[src/rtl/sgm_pkg.sv]
package sgm_pkg;
  localparam int OFF_VER  = 'h00;
  localparam int OFF_TXD  = 'h04;
  localparam int OFF_RXD  = 'h08;
  localparam int OFF_CTRL = 'h0C;
  localparam int OFF_FLAG = 'h10;
  localparam int OFF_CFG  = 'h14;
  localparam int OFF_STAT = 'h18;

  localparam int B_IEN   = 6;
  localparam int B_CLKEN = 5;
  localparam int B_GO    = 4;
  localparam int B_BRK   = 2;
  localparam int B_DIR   = 1;
  localparam int B_MODE  = 0;

  typedef enum logic [1:0] {OP_TX, OP_RX, OP_BRK} op_kind_e;
endpackage

[src/rtl/sgm_tick.sv]
module sgm_tick #(
  parameter int DIV = 100
) (
  input  logic clk,
  input  logic rst,
  input  logic en,
  output logic tick
);
  localparam int CW = (DIV > 1) ? $clog2(DIV) : 1;
  logic [CW-1:0] cnt;

  always_ff @(posedge clk) begin
    if (rst || !en) begin
      cnt  <= '0;
      tick <= 1'b0;
    end else if (cnt == CW'(DIV - 1)) begin
      cnt  <= '0;
      tick <= 1'b1;
    end else begin
      cnt  <= cnt + 1'b1;
      tick <= 1'b0;
    end
  end
endmodule

[src/rtl/sgm_phy.sv]
module sgm_phy
  import sgm_pkg::*;
#(
  parameter int SLOT_T = 190,
  parameter int ONE_T  = 32,
  parameter int ZERO_T = 100,
  parameter int BRK_T  = 190,
  parameter int REC_T  = 40,
  parameter int SAMP_T = 65,
  parameter int WAIT_T = 500
) (
  input  logic       clk,
  input  logic       rst,
  input  logic       tick,
  input  logic       start,
  input  op_kind_e   kind,
  input  logic [7:0] tx_byte,
  input  logic       line_in,
  output logic       drv,
  output logic       txd,
  output logic       rxd,
  output logic       tmo,
  output logic [7:0] rx_byte
);
  localparam int M1   = (SLOT_T > BRK_T) ? SLOT_T : BRK_T;
  localparam int M2   = (M1 > WAIT_T) ? M1 : WAIT_T;
  localparam int MAXT = (M2 > REC_T) ? M2 : REC_T;
  localparam int CW   = $clog2(MAXT + 1);

  typedef enum logic [2:0] {S_IDLE, S_TXL, S_TXH, S_BKL, S_BKH, S_RXW, S_RXS} st_e;

  st_e           st;
  logic [CW-1:0] cnt;
  logic [CW-1:0] lim;
  logic [2:0]    bitn;
  logic [7:0]    sh;
  logic          ls1, ls2, lprev;
  logic          fall;

  assign fall = lprev & ~ls2;

  always_ff @(posedge clk) begin
    if (rst) begin
      st      <= S_IDLE;
      cnt     <= '0;
      lim     <= '0;
      bitn    <= '0;
      sh      <= '0;
      drv     <= 1'b0;
      txd     <= 1'b0;
      rxd     <= 1'b0;
      tmo     <= 1'b0;
      rx_byte <= '0;
      ls1     <= 1'b1;
      ls2     <= 1'b1;
      lprev   <= 1'b1;
    end else begin
      ls1   <= line_in;
      ls2   <= ls1;
      lprev <= ls2;
      txd   <= 1'b0;
      rxd   <= 1'b0;
      tmo   <= 1'b0;
      case (st)
        S_IDLE: begin
          drv  <= 1'b0;
          cnt  <= '0;
          bitn <= '0;
          if (start) begin
            case (kind)
              OP_TX: begin
                sh  <= tx_byte;
                lim <= tx_byte[0] ? CW'(ONE_T) : CW'(ZERO_T);
                drv <= 1'b1;
                st  <= S_TXL;
              end
              OP_BRK: begin
                drv <= 1'b1;
                st  <= S_BKL;
              end
              default: st <= S_RXW;
            endcase
          end
        end
        S_TXL: if (tick) begin
          if (cnt == lim - CW'(1)) begin
            cnt <= '0;
            drv <= 1'b0;
            st  <= S_TXH;
          end else cnt <= cnt + 1'b1;
        end
        S_TXH: if (tick) begin
          if (cnt == CW'(SLOT_T) - lim - CW'(1)) begin
            cnt <= '0;
            if (bitn == 3'd7) begin
              txd <= 1'b1;
              st  <= S_IDLE;
            end else begin
              bitn <= bitn + 1'b1;
              sh   <= sh >> 1;
              lim  <= sh[1] ? CW'(ONE_T) : CW'(ZERO_T);
              drv  <= 1'b1;
              st   <= S_TXL;
            end
          end else cnt <= cnt + 1'b1;
        end
        S_BKL: if (tick) begin
          if (cnt == CW'(BRK_T - 1)) begin
            cnt <= '0;
            drv <= 1'b0;
            st  <= S_BKH;
          end else cnt <= cnt + 1'b1;
        end
        S_BKH: if (tick) begin
          if (cnt == CW'(REC_T - 1)) begin
            tmo <= 1'b1;
            st  <= S_IDLE;
          end else cnt <= cnt + 1'b1;
        end
        S_RXW: begin
          if (fall) begin
            cnt <= '0;
            st  <= S_RXS;
          end else if (tick) begin
            if (cnt == CW'(WAIT_T - 1)) begin
              tmo <= 1'b1;
              st  <= S_IDLE;
            end else cnt <= cnt + 1'b1;
          end
        end
        S_RXS: if (tick) begin
          if (cnt == CW'(SAMP_T - 1)) begin
            cnt <= '0;
            sh  <= {ls2, sh[7:1]};
            if (bitn == 3'd7) begin
              rxd     <= 1'b1;
              rx_byte <= {ls2, sh[7:1]};
              st      <= S_IDLE;
            end else begin
              bitn <= bitn + 1'b1;
              st   <= S_RXW;
            end
          end else cnt <= cnt + 1'b1;
        end
        default: st <= S_IDLE;
      endcase
    end
  end
endmodule

[src/rtl/sgm_regs.sv]
module sgm_regs
  import sgm_pkg::*;
#(
  parameter int ADDR_W   = 5,
  parameter int SRST_CYC = 16,
  parameter logic [7:0] VER = 8'h12
) (
  input  logic              clk,
  input  logic              rst,
  input  logic [ADDR_W-1:0] addr,
  input  logic              wr_en,
  input  logic              rd_en,
  input  logic [7:0]        wr_data,
  output logic [7:0]        rd_data,
  input  logic              txd,
  input  logic              rxd,
  input  logic              tmo,
  input  logic [7:0]        rx_byte,
  output logic              start,
  output op_kind_e          kind,
  output logic [7:0]        tx_data_q,
  output logic              clken,
  output logic              ien,
  output logic              go,
  output logic [2:0]        flags,
  output logic              soft_clr,
  output logic              rst_done,
  output logic              irq
);
  localparam int SCW = $clog2(SRST_CYC + 1);

  logic [SCW-1:0] srst_cnt;
  logic           srst_wr;
  logic           brk, dir, mode, autoidle, launched;
  logic [7:0]     rx_data_q;
  logic           rd_flag;
  logic [2:0]     done_v;

  assign srst_wr  = wr_en && (int'(addr) == OFF_CFG) && wr_data[1];
  assign soft_clr = srst_wr || (srst_cnt != '0);
  assign rst_done = (srst_cnt == '0);
  assign start    = go && !launched && clken;
  assign kind     = brk ? OP_BRK : (dir ? OP_RX : OP_TX);
  assign rd_flag  = rd_en && (int'(addr) == OFF_FLAG);
  assign done_v   = {txd, rxd, tmo};

  always_ff @(posedge clk) begin
    if (rst) srst_cnt <= '0;
    else if (srst_cnt != '0) srst_cnt <= srst_cnt - 1'b1;
    else if (srst_wr) srst_cnt <= SCW'(SRST_CYC);
  end

  always_ff @(posedge clk) begin
    if (rst || soft_clr) begin
      ien       <= 1'b0;
      clken     <= 1'b0;
      go        <= 1'b0;
      brk       <= 1'b0;
      dir       <= 1'b0;
      mode      <= 1'b0;
      autoidle  <= 1'b0;
      launched  <= 1'b0;
      tx_data_q <= '0;
      rx_data_q <= '0;
      flags     <= '0;
      irq       <= 1'b0;
    end else begin
      irq   <= ien && (flags != '0);
      flags <= (flags & {3{~rd_flag}}) | done_v;
      if (start) launched <= 1'b1;
      if (rxd) rx_data_q <= rx_byte;
      if (done_v != '0) begin
        go       <= 1'b0;
        brk      <= 1'b0;
        launched <= 1'b0;
      end
      if (wr_en) begin
        case (int'(addr))
          OFF_CTRL: begin
            ien   <= wr_data[B_IEN];
            clken <= wr_data[B_CLKEN];
            mode  <= wr_data[B_MODE];
            if (!go) begin
              go  <= wr_data[B_GO];
              brk <= wr_data[B_BRK];
              dir <= wr_data[B_DIR];
            end
          end
          OFF_TXD: if (!go) tx_data_q <= wr_data;
          OFF_CFG: autoidle <= wr_data[0];
          default: ;
        endcase
      end
    end
  end

  always_ff @(posedge clk) begin
    if (rst) rd_data <= '0;
    else if (rd_en) begin
      case (int'(addr))
        OFF_VER:  rd_data <= VER;
        OFF_TXD:  rd_data <= tx_data_q;
        OFF_RXD:  rd_data <= rx_data_q;
        OFF_CTRL: rd_data <= {1'b0, ien, clken, go, 1'b0, brk, dir, mode};
        OFF_FLAG: rd_data <= {5'b0, flags};
        OFF_CFG:  rd_data <= {7'b0, autoidle};
        OFF_STAT: rd_data <= {7'b0, rst_done};
        default:  rd_data <= '0;
      endcase
    end
  end
endmodule

[src/rtl/sgm_master.sv]
module sgm_master
  import sgm_pkg::*;
#(
  parameter int ADDR_W    = 5,
  parameter int TICK_DIV  = 100,
  parameter int SLOT_T    = 190,
  parameter int ONE_T     = 32,
  parameter int ZERO_T    = 100,
  parameter int BRK_T     = 190,
  parameter int REC_T     = 40,
  parameter int SAMP_T    = 65,
  parameter int WAIT_T    = 500,
  parameter int SRST_CYC  = 16,
  parameter int VER_MAJOR = 1,
  parameter int VER_MINOR = 2
) (
  input  logic              clk,
  input  logic              rst,
  input  logic [ADDR_W-1:0] addr,
  input  logic              wr_en,
  input  logic              rd_en,
  input  logic [7:0]        wr_data,
  output logic [7:0]        rd_data,
  input  logic              line_in,
  output logic              line_drive_low,
  output logic              irq
);
  localparam logic [7:0] VER = {VER_MAJOR[3:0], VER_MINOR[3:0]};

  logic       tick, start, clken, ien, go, soft_clr, rst_done;
  logic       txd, rxd, tmo, drv;
  logic       phy_rst;
  op_kind_e   kind;
  logic [7:0] tx_data_q, rx_byte;
  logic [2:0] flags, done_vec;

  assign phy_rst        = rst || soft_clr;
  assign done_vec       = {txd, rxd, tmo};
  assign line_drive_low = drv && clken;

  sgm_regs #(.ADDR_W(ADDR_W), .SRST_CYC(SRST_CYC), .VER(VER)) u_regs (
    .clk(clk), .rst(rst), .addr(addr), .wr_en(wr_en), .rd_en(rd_en),
    .wr_data(wr_data), .rd_data(rd_data), .txd(txd), .rxd(rxd), .tmo(tmo),
    .rx_byte(rx_byte), .start(start), .kind(kind), .tx_data_q(tx_data_q),
    .clken(clken), .ien(ien), .go(go), .flags(flags), .soft_clr(soft_clr),
    .rst_done(rst_done), .irq(irq)
  );

  sgm_tick #(.DIV(TICK_DIV)) u_tick (
    .clk(clk), .rst(phy_rst), .en(clken), .tick(tick)
  );

  sgm_phy #(
    .SLOT_T(SLOT_T), .ONE_T(ONE_T), .ZERO_T(ZERO_T), .BRK_T(BRK_T),
    .REC_T(REC_T), .SAMP_T(SAMP_T), .WAIT_T(WAIT_T)
  ) u_phy (
    .clk(clk), .rst(phy_rst), .tick(tick), .start(start), .kind(kind),
    .tx_byte(tx_data_q), .line_in(line_in), .drv(drv), .txd(txd),
    .rxd(rxd), .tmo(tmo), .rx_byte(rx_byte)
  );
endmodule

[config.mk]
export PLATFORM = sky130hd
export DESIGN_NAME = sgm_master
export DESIGN_NICKNAME = d
export VERILOG_FILES = /design/src/rtl/sgm_pkg.sv /design/src/rtl/sgm_tick.sv /design/src/rtl/sgm_phy.sv /design/src/rtl/sgm_regs.sv /design/src/rtl/sgm_master.sv
export SDC_FILE = /design/constraint.sdc
export NUM_CORES = 1
export LEC_CHECK = 0
export ABC_AREA = 1
export BUFFER_PORTS_ARGS = -buffer_cell sky130_fd_sc_hd__buf_2
export CAP_MARGIN = 0
export CORE_MARGIN = 2
export CORE_UTILIZATION = 55
export CTS_CLUSTER_SIZE = 40
export DETAILED_ROUTE_END_ITERATION = 16
export GPL_TIMING_DRIVEN = 1
export HOLD_SLACK_MARGIN = 0.1
export PLACE_DENSITY_LB_ADDON = 0.2
export SYNTH_ARGS = -nofsm -noshare
export SYNTH_HDL_FRONTEND = slang
export SYNTH_SLANG_ARGS = --single-unit
[constraint.sdc]
create_clock -name clk -period 2.9 [get_ports clk]
set_input_delay 0.435 -clock clk [delete_from_list [all_inputs] [get_ports clk]]
set_output_delay 0.435 -clock clk [all_outputs]
set_load 0.02 [all_outputs]
; ---- Word-level counts from Yosys, hierarchy flattened
; Cells that the tools add are included.
; Widths: inputs -> output; s select.
[word_totals]
ff_bits = 96
input_bits = 18
output_inout_bits = 10
[classes]
addsub = 7
n_eq_ne = 40
muxes = 85
n_bitwise = 11
reduce_logical = 40
[op_table]
columns = cell, n
row1 = $mux 9, 18
row2 = $pmux 9 s7, 1
row3 = $mux 3, 20
row4 = $mux 8, 7
row5 = $pmux 8 s7, 1
row6 = $mux 1, 26
row7 = $eq 5x5->1 const B, 5
row8 = $pmux 8 s3, 1
row9 = $pmux 3 s7, 1
row10 = $eq 9x9->1, 2
row11 = $ne 2x2->1 const B, 9
row12 = $pmux 9 s2, 1
row13 = $sub 9x1->9 const B, 2
row14 = $reduce_and 8->1, 2
row15 = $mux 7, 2
row16 = $reduce_and 13->1, 1
row17 = $eq 3x3->1 const B, 4
row18 = $eq 5x4->1 const B, 2
row19 = $logic_not 5->1, 2
row20 = $mux 5, 2
row21 = $ne 2x1->1 const B, 5
row22 = $add 9x1->9 const B, 1
row23 = $eq 9x6->1 const B, 1
row24 = $eq 9x7->1 const B, 1
row25 = 40 further kinds, 66

; ---- Depth between registers and ports, before layout
; Gate-level depths: netlist of run 1.
[depth]
depth_word = 7
depth_mapped = 13
ltp_nobuf = 13

; ---- Cells and area by module
; From an unflattened synthesis of run 1, not the netlist that was laid out.
[hier_totals]
hier_cells = 709
hier_area_um2 = 4882.2
[by_module_without_submodules]
columns = mod, n_inst, cells_per_inst, area_per_inst_um2, seq_area_each_um2
row1 = sgm_phy, 1, 396, 2566.2, 780.7
row2 = sgm_regs, 1, 256, 1908.1, 820.8
row3 = sgm_tick, 1, 52, 389.1, 160.2
row4 = sgm_master, 1, 5, 18.8, 0.0

; ---- Worst setup path before layout of run 1
; No wires, ideal clock.
[synth_timing]
path_type = input-to-reg
start = in addr[1]
end = reg u_phy.tmo
setup_time_ps = 122
arrival_time_ps = 1512
required_ps = 2778
path_slack_ps = 1267
stages = 9
n_path_buf = 1
cell_sequence = nor2_1 -> nand2_2 -> nor3_4 -> nand2_2 -> o21bai_4 -> nor2_8 -> inv_6 -> buf_6 -> nor3_2
[synth_between]
elab_chain_len = 5
[synth_lines]
columns = element, line
row1 = start: declaration, sgm_master.sv:19  ; input logic [ADDR_W-1:0] addr,
row2 = $eq 5x5->1, sgm_regs.sv:39  ; assign srst_wr = wr_en && (int'(addr) == OFF_CFG) && wr_data[1];
row3 = $logic_and 1x1->1 (2 in series), sgm_regs.sv:39
row4 = $logic_or 1x1->1, sgm_regs.sv:40  ; assign soft_clr = srst_wr || (srst_cnt != '0);
row5 = $logic_or 1x1->1, sgm_master.sv:37  ; assign phy_rst = rst || soft_clr;
row6 = end signal: assignment, sgm_phy.sv:63  ; tmo <= 1'b0;
row7 = end signal: assignment, sgm_phy.sv:116  ; tmo <= 1'b1;
row8 = end signal: assignment, sgm_phy.sv:126  ; tmo <= 1'b1;
row9 = end: declaration, sgm_phy.sv:22  ; output logic tmo,
; Every way passes these cells.
; A chain may end at the register's enable or synchronous reset.

; ---- Worst setup path in the final report of run 1
[layout_timing]
start = reg u_phy.st[1]
end = reg u_phy.sh[4]
[layout_between]
elab_chain_len = 3
elab_cells_between_ends = 13
[layout_lines]
columns = element, line
row1 = start: declaration, sgm_phy.sv:32  ; st_e st;
row2 = start signal: assignment, sgm_phy.sv:44  ; st <= S_IDLE;
row3 = start signal: assignment, sgm_phy.sv:75  ; st <= S_TXL;
row4 = start signal: assignment, sgm_phy.sv:79  ; st <= S_BKL;
row5 = $eq 3x2->1 (tied with other cells), sgm_phy.sv:64  ; case (st)
row6 = $ne 2x2->1 (no source line) (tied with other cells), n/a
row7 = $reduce_and 8->1 (no source line), n/a
row8 = end signal: assignment, sgm_phy.sv:72  ; sh <= tx_byte;
row9 = end signal: assignment, sgm_phy.sv:100  ; sh <= sh >> 1;
row10 = end signal: assignment, sgm_phy.sv:134  ; sh <= {ls2, sh[7:1]};
row11 = end: declaration, sgm_phy.sv:36  ; logic [7:0] sh;
; Parallel ways exist; a longest one is shown, timed or not.

==> results of run 1 <==
==> area by class of cell <==
| cell class | count | area [um2] |
|---|---|---|
| Tap cell | 105 | 131.4 |
| Clock buffer | 9 | 123.9 |
| Fill cell | 804 | 3164 |
| Inverter | 76 | 290.3 |
| Multi-Input combinational cell | 498 | 2494 |
| Clock inverter | 7 | 101.3 |
| Sequential cell | 88 | 1762 |
| Timing Repair Buffer | 29 | 150.1 |
==> worst max path at each step <==
stage | startpoint | end | slack [ps] | cells past startpoint
final | u_phy.st[1] | u_phy.sh[4] | 810 | 10
after global routing | u_phy.st[1] | u_phy.sh[7] | 590 | 9
after CTS | u_phy.st[1] | u_phy.sh[4] | 850 | 10
after detailed placement | addr[1] | u_regs.srst_cnt[1] | 820 | 9
after global placement | addr[1] | u_regs.srst_cnt[1] | 880 | 9
after floorplan | addr[1] | u_phy.tmo | 1270 | 9
==> layer usage <==
| metal | vias to the layer above | GRT usage, % | routed length [um] | share of wire, % |
|---|---|---|---|---|
| li1 | 2214 | - | - | - |
| met1 | 1916 | 35.73 | 5207 | 49 |
| met2 | 125 | 38.34 | 4787 | 45 |
| met3 | 13 | 2.819 | 584 | 5.4 |
| met4 | 0 | 8.095 | 140 | 1.3 |
| met5 | - | 0 | 0 | 0 |
==> cell usage in the layout (no fill, tap or decap), types with 2 or more instances in the layout <==
| master | synthesis | routed |
|---|---|---|
| a211oi_1 | 2 | 2 |
| a21oi_1 | 31 | 31 |
| a21oi_2 | 12 | 12 |
| a31oi_1 | 8 | 8 |
| buf_2 | 5 | 27 |
| buf_4 | 0 | 2 |
| bufinv_16 | 0 | 2 |
| clkbuf_8 | 0 | 9 |
| dfxtp_1 | 88 | 88 |
| ha_1 | 10 | 10 |
| inv_1 | 64 | 64 |
| inv_2 | 10 | 10 |
| inv_6 | 1 | 3 |
| mux2i_1 | 3 | 3 |
| nand2_1 | 182 | 182 |
| nand2_2 | 7 | 7 |
| nand3_1 | 29 | 29 |
| nand3_2 | 5 | 5 |
| nand4_1 | 8 | 8 |
| nor2_1 | 117 | 117 |
| nor2_2 | 2 | 2 |
| nor2_4 | 4 | 4 |
| nor3_1 | 15 | 15 |
| nor3_2 | 8 | 8 |
| nor3_4 | 2 | 2 |
| nor4_1 | 2 | 2 |
| o21ai_0 | 28 | 28 |
| o22ai_1 | 3 | 3 |
| or2_1 | 3 | 3 |
| xnor2_1 | 3 | 3 |
| xor2_1 | 6 | 6 |
==> through the flow <==
stage,cell area [um2],hold WS (ps)
after global routing,5052,264.6
after floorplan,4649,385.5
after global placement,4827,389.4
after CTS,5052,263.8
after detailed placement,4827,417.1
final,5052,268.7
==> sequential cells by signal (all words and copies together) (netlist names), 2 cells and up <==
signal and count:
u_phy.bitn 3, u_regs.srst_cnt 5, u_regs.flags 3, u_phy.cnt 9, u_regs.rx_data_q 8, u_regs.rd_data 8
u_phy.lim 2, u_tick.cnt 7, u_phy.sh 7, u_phy.st 3, u_phy.rx_byte 8, u_regs.tx_data_q 8
==> power groups by stage <==
stage	Sequential, mW	Combinational (mW)	Clock (mW)
after floorplan	1.29	0.361	0
after global placement	1.29	0.386	0
after detailed placement	1.29	0.394	0
after CTS	1.27	0.395	0.982
after global routing	1.27	0.449	1.02
final	1.27	0.396	0.965
==> kinds of logic (layout without fill, tap and decap cells) <==
family	count (synthesis)	after routing	synth area share [%]
compound gates	91	91	11.87
xor+xnor	9	9	1.695
fa+ha+maj	10	10	2.691
buf+inv	92	121	8.477
flops	88	88	37.89
mux	3	3	0.6459
simple gates	385	385	36.73
==> results.py, run 1 <==
metrics = {
    "outcome": {
        "status": "completed",
    },
    "clock_tree": {
        "postCtsHoldBufs": 0,
        "cts_inserted_buffers": 9,
        "cts-root-buf": "clkbuf_8",
        "clock_sinks": 88,
        "post_cts_resized": 0,
        "post_cts_buffers": 0,
        "clkTransAtPathRegs_ps": 90,
        "cts_tree": "built",
        "htree_levels": 3,
        "clock_latency_ps": 360,
        "clock_path_buffers": 2,
    },
    "power": {
        "comb_power_share_pct": 15.1,
        "peakVddDrop_mv": 0.3227,
        "power.share.switching_pct": 29.08,
        "power_frac_seq_pct": 48.2,
        "finalPower_mw": 2.626,
        "p_switching_mw": 0.7636,
        "clkPwrFrac_pct": 36.7,
        "p_per_area_nw_per_um2": 519.8,
        "internal_power_mw": 1.862,
        "leakage_nw": 2.101,
    },
    "timing": {
        "finClkSkew_ps": 15.65,
        "drv_slew": 0,
        "period_needed_ps": 2085,
        "rsz0062_at_grt": "no",
        "slew_headroom_pct": 58.92,
        "setup_viol": 0,
        "hold_viol": 0,
        "max_freq_mhz": 479.6,
        "setup_ws_ps": 814.8,
        "worst-slew-pin-transition_ps": 610.6,
        "setup-tns-final_ps": 0,
        "finalCritPeriodShare_pct": 71.90,
    },
    "global_routing": {
        "grt_pass1_wl_um": 17640,
        "grt_start_max_net_pins": 46,
        "first_global_vias": 3804,
        "grt_antenna_before_repair": 0,
        "overflow": 0,
        "grt_use_total_pct": 24.69,
    },
    "yosys": {
        "synth-seq-cells": 88,
        "postSynthCellCount": 678,
        "async_flop_share_pct": 0,
        "synth_commonest_cells": "182 x nand2_1, 117 x nor2_1, 88 x dfxtp_1",
        "synth_flop_cell": "dfxtp_1",
        "synth_area_leaders": "dfxtp_1 38%, nand2_1 15%, nor2_1 9.4%",
        "synth-edff-count": 0,
        "synth_cell_types": 39,
        "syn_nets": 706,
        "yosysSeqAreaShare_pct": 37.89,
        "synth_area_leader_cell": "dfxtp_1",
        "syn_area_um2": 4649,
        "avgSynthCellArea_um2": 6.858,
        "synth_top_cell_area_share_pct": 37.89,
        "yosys_warnings": 0,
        "synth_most_common_cell": "nand2_1",
    },
    "detailed_routing": {
        "drtAntennaViolNets": 0,
        "routed_via_density": 5.256,
        "wl_per_cell_um": 13.20,
        "vias": 4268,
        "wl_um": 10720,
        "drt_pass1_iterations": 5,
        "drc": 0,
        "drtIter0Drc": 253,
    },
    "critical_path": {
        "endpoint_kind": "flip-flop",
        "critical-path-slowest-cell": "dfxtp_1",
        "cp.arrival_ps": 2370,
        "path_class": "reg -> reg",
        "r2r-end": "u_phy.sh[4]",
        "critical-path-top-delay-family": "simple AND/OR/NAND/NOR gates",
        "worst_ep_required_time_ps": 3190,
        "rr_worst_depth": 10,
        "path_max_fanout": 12,
        "reg2reg_setup_slack_ps": 810,
        "max_stage_delay_ps": 420,
        "cp-start-kind": "flip-flop",
        "critPathMostFrequentCell": "nor2_1",
        "cp_cell_sequence": "inv_1, nor2_2, nand2_1, nor2_1, a21oi_1, nand2_1, nor2_4, inv_2, nor2_1, nor2_1",
        "r2r_start": "u_phy.st[1]",
        "crit_buf_inv": 2,
    },
    "floorplanning": {
        "die_w_um": 95.95,
        "coreArea_um2": 8217,
        "die_area_um2": 9205,
        "dieHeight_um": 95.95,
        "ios": 28,
        "start_util_pct": 56.59,
        "rows": 33,
    },
    "flow_run": {
        "drv_cap": 0,
    },
    "cells_and_area": {
        "n_antenna_cell": 0,
        "finalNetCount": 730,
        "postLayoutCoreUtil_pct": 61.49,
        "drive_gt1_share_pct": 14.14,
        "area_growth_pct": 8.665,
        "fin_cells": 812,
    },
    "min_path": {
        "whs_endpoint": "u_phy.ls1",
        "hold_start": "line_in",
        "hp-class": "in -> reg",
        "min_path_cells": 2,
    },
    "placed_design": {
        "placedCellCount": 796,
        "io_buffers": 27,
        "place_congestion": 0.9150,
        "dpl.hpwl_um": 8090,
        "post-place-ws_ps": 816.3,
    },
}
Power figures use the tool's default switching activity.
==> inputs of run 2 (changes only) <==
ABC_AREA = 0   (was 1)
clock period = 2 ns   (was 2.9 ns; I/O delays follow)
==> run 2 against run 1 <==
Area after synthesis decreased by 7.2%. Design area is 3.6% higher. Wire length fell by 2.0%. Core utilization up 6.9 points. Sequential power up 46%. Clock power up 27%. Maximum frequency down 0.25%. Sequential cell count unchanged. Critical path depth down 2. The flow now finishes with violations (setup timing). Hold slack got worse by 110 ps. Count of clock-buffer cells in the layout unchanged. Final cell count shrank 16%.
==> results.py, run 2 <==
metrics = {
    "clock_tree": {
        "cts_tree": "built",
        "htree_levels": 3,
        "cts_inserted_buffers": 9,
        "clkTransAtPathRegs_ps": 110,
        "clock_sinks": 88,
        "clock_latency_ps": 370,
        "cts-root-buf": "clkbuf_8",
        "clock_path_buffers": 2,
    },
    "yosys": {
        "synth_area_leader_cell": "dfxtp_1",
        "synth_commonest_cells": "88 x dfxtp_1, 83 x nor2_1, 45 x nand2_1",
        "synth_cell_types": 62,
        "syn_nets": 534,
        "syn_area_um2": 4317,
        "yosysSeqAreaShare_pct": 40.81,
        "synth_area_leaders": "dfxtp_1 41%, mux2i_1 8.3%, nor2_1 7.2%",
        "synth-seq-cells": 88,
        "synth-edff-count": 0,
        "synth_most_common_cell": "dfxtp_1",
        "synth_top_cell_area_share_pct": 40.81,
        "synth_flop_cell": "dfxtp_1",
        "yosys_warnings": 0,
        "postSynthCellCount": 506,
        "avgSynthCellArea_um2": 8.531,
        "async_flop_share_pct": 0,
    },
    "cells_and_area": {
        "final_cell_mix": "80 x dfxtp_1, 79 x nor2_1, 49 x buf_4, 45 x nand2_1, 36 x mux2i_1",
        "largest-register": "u_phy.cnt",
        "largest_reg_flops": 9,
        "fin_cells": 682,
        "area_growth_pct": 21.25,
        "drive_gt1_share_pct": 24.14,
        "final_area_um2": 5234,
        "n_antenna_cell": 0,
        "finalNetCount": 603,
        "postLayoutCoreUtil_pct": 68.44,
        "layout.cells.most_common": "dfxtp_1",
        "fillCellCount": 645,
    },
    "floorplanning": {
        "dieHeight_um": 92.59,
        "ios": 28,
        "start_util_pct": 56.45,
        "die_area_um2": 8573,
        "rows": 32,
        "coreArea_um2": 7647,
        "die_w_um": 92.59,
    },
    "min_path": {
        "whs_endpoint": "u_regs.tx_data_q[3]",
        "hold_start": "wr_data[3]",
        "min_path_cells": 3,
        "hp-class": "in -> reg",
    },
    "critical_path": {
        "critPathMostFrequentCell": "buf_6",
        "critical-path-top-delay-family": "compound AO/OA/AOI/OAI gates",
        "cp-start-kind": "flip-flop",
        "crit_buf_inv": 2,
        "endpoint_kind": "flip-flop",
        "worst_ep_required_time_ps": 2260,
        "reg2reg_setup_slack_ps": -90,
        "path_class": "reg -> reg",
        "r2r-end": "u_phy.cnt[6]",
        "critical-path-slowest-cell": "or4b_1",
        "setup.worst_path.start": "u_phy.lim[2]",
        "rr_worst_depth": 8,
        "path_max_fanout": 5,
        "max_stage_delay_ps": 430,
        "r2r_start": "u_phy.lim[2]",
        "cp.arrival_ps": 2350,
        "cp_cell_sequence": "buf_6, or4b_1, a22oi_1, nand4_1, a221oi_4, buf_6, a21o_4, nor2_1",
    },
    "detailed_routing": {
        "drc": 0,
        "wl_per_cell_um": 15.40,
        "vias": 3899,
        "wl_um": 10500,
        "drt_pass1_iterations": 4,
        "drtAntennaViolNets": 0,
        "routed_via_density": 5.717,
        "drtIter0Drc": 216,
    },
    "timing": {
        "period_needed_ps": 2090,
        "finalCritPeriodShare_pct": 104.5,
        "setup_ws_ps": -90.37,
        "hold_viol": 0,
        "drv_slew": 0,
        "max_freq_mhz": 478.4,
        "worst-slew-pin-transition_ps": 574.0,
        "setup_viol": 16,
        "finClkSkew_ps": 11.23,
        "slew_headroom_pct": 61.68,
        "rsz0062_at_grt": "yes",
    },
    "power": {
        "leakage_nw": 2.104,
        "peakVddDrop_mv": 0.3893,
        "finalPower_mw": 3.839,
        "p_per_area_nw_per_um2": 733.4,
    },
    "placed_design": {
        "dpl.hpwl_um": 7458,
        "io_buffers": 27,
        "post-place-ws_ps": -182.3,
        "placedCellCount": 661,
        "place_congestion": 0.8358,
        "dpl_cell_area_um2": 4852,
    },
    "global_routing": {
        "grt_start_max_net_pins": 30,
        "grt_use_total_pct": 25.20,
        "grt_antenna_before_repair": 0,
        "grt_pass1_wl_um": 17240,
        "first_global_vias": 3634,
        "overflow": 0,
    },
    "outcome": {
        "status": "finished with violations",
        "violations": "setup timing",
    },
    "flow_run": {
        "drv_cap": 0,
    },
}
## run 2: cell types whose count changed in the layout (fill, tap and decap cells not counted), sizes merged, moves of 8 or more
cell	before	now
nand2b	0	9
mux2i	3	36
buf	29	79
nand2	189	46
xnor2	3	11
inv	78	20
nor2	124	83
o21ai	30	11
nor2b	0	8
nand3	34	25
nor3	25	11
## run 2: cells by family after synthesis
| logic type | after synthesis | share of synthesized area (%) |
|---|---|---|
| adders and majority gates | 10 | 2.899 |
| DFF | 88 | 40.81 |
| and+or+nand+nor | 227 | 25.80 |
| muxes | 41 | 9.652 |
| xor gates and xnor gates | 16 | 3.246 |
| AOI/OAI and AO/OA | 82 | 13.22 |
| buffers and inverters | 42 | 4.377 |
## run 2: worst min-delay path, delay by kind of cell
kind          cells  cell delay [ps]
simple gates      1               70
buf+inv           1               70
mux               1               50
## run 2: how the worst max path moves through the flow
stage                          to  depth (start not counted)  slack (ps)
finish               u_phy.cnt[6]                          8         -90
global route          u_phy.st[0]                          7        -160
CTS                   u_phy.st[0]                          7         -70
detailed placement   u_phy.cnt[0]                          8        -180
global placement     u_phy.cnt[4]                          8        -130
floorplan           u_phy.bitn[0]                          6          10
## run 2: layer usage
layer	vias to the layer above	global-route usage [%]	share of wire [%]	wire length (um)
met5	-	0	0	0
met4	0	9.577	1.7	182
met3	15	3.743	4.7	494
met2	117	42.15	49	5113
met1	1858	32.92	45	4712
li1	1909	-	-	-
## run 2: area by class of cell
cell class | instances | area [um2] | share of cell area (%)
clock buffer | 9 | 123.9 | 2.367
timing repair buffer | 80 | 555.5 | 10.61
inverter | 18 | 67.56 | 1.291
tap | 102 | 127.6 | 2.438
sequential | 88 | 1772 | 33.85
multi-input combinational | 378 | 2512 | 48.00
clock inverter | 7 | 75.07 | 1.434
## run 2: report_power, final
group / leakage, nW / internal, mW / switching, mW
Combinational: 1.29 / 0.281 / 0.460
Clock: 0.0981 / 0.492 / 0.743
Sequential: 0.714 / 1.81 / 0.0540
Total: 2.10 / 2.58 / 1.26
## run 2: timing repair
action,4_1_cts,5_1_grt
hold endpoints to repair,1,0
gates cloned,2,0
setup endpoints to repair,23,32
gates resized for setup,16,19
pin swaps,17,8
hold buffers,1,0
setup buffers,2,0
## run 2: through the flow
step	setup TNS, ps	hold slack [ps]
after floorplan	0	369.1
after global placement	-1312	393.3
after detailed placement	-2516	398.5
after CTS	-649.2	151.7
after global routing	-2147	162.8
final	-1002	158.5
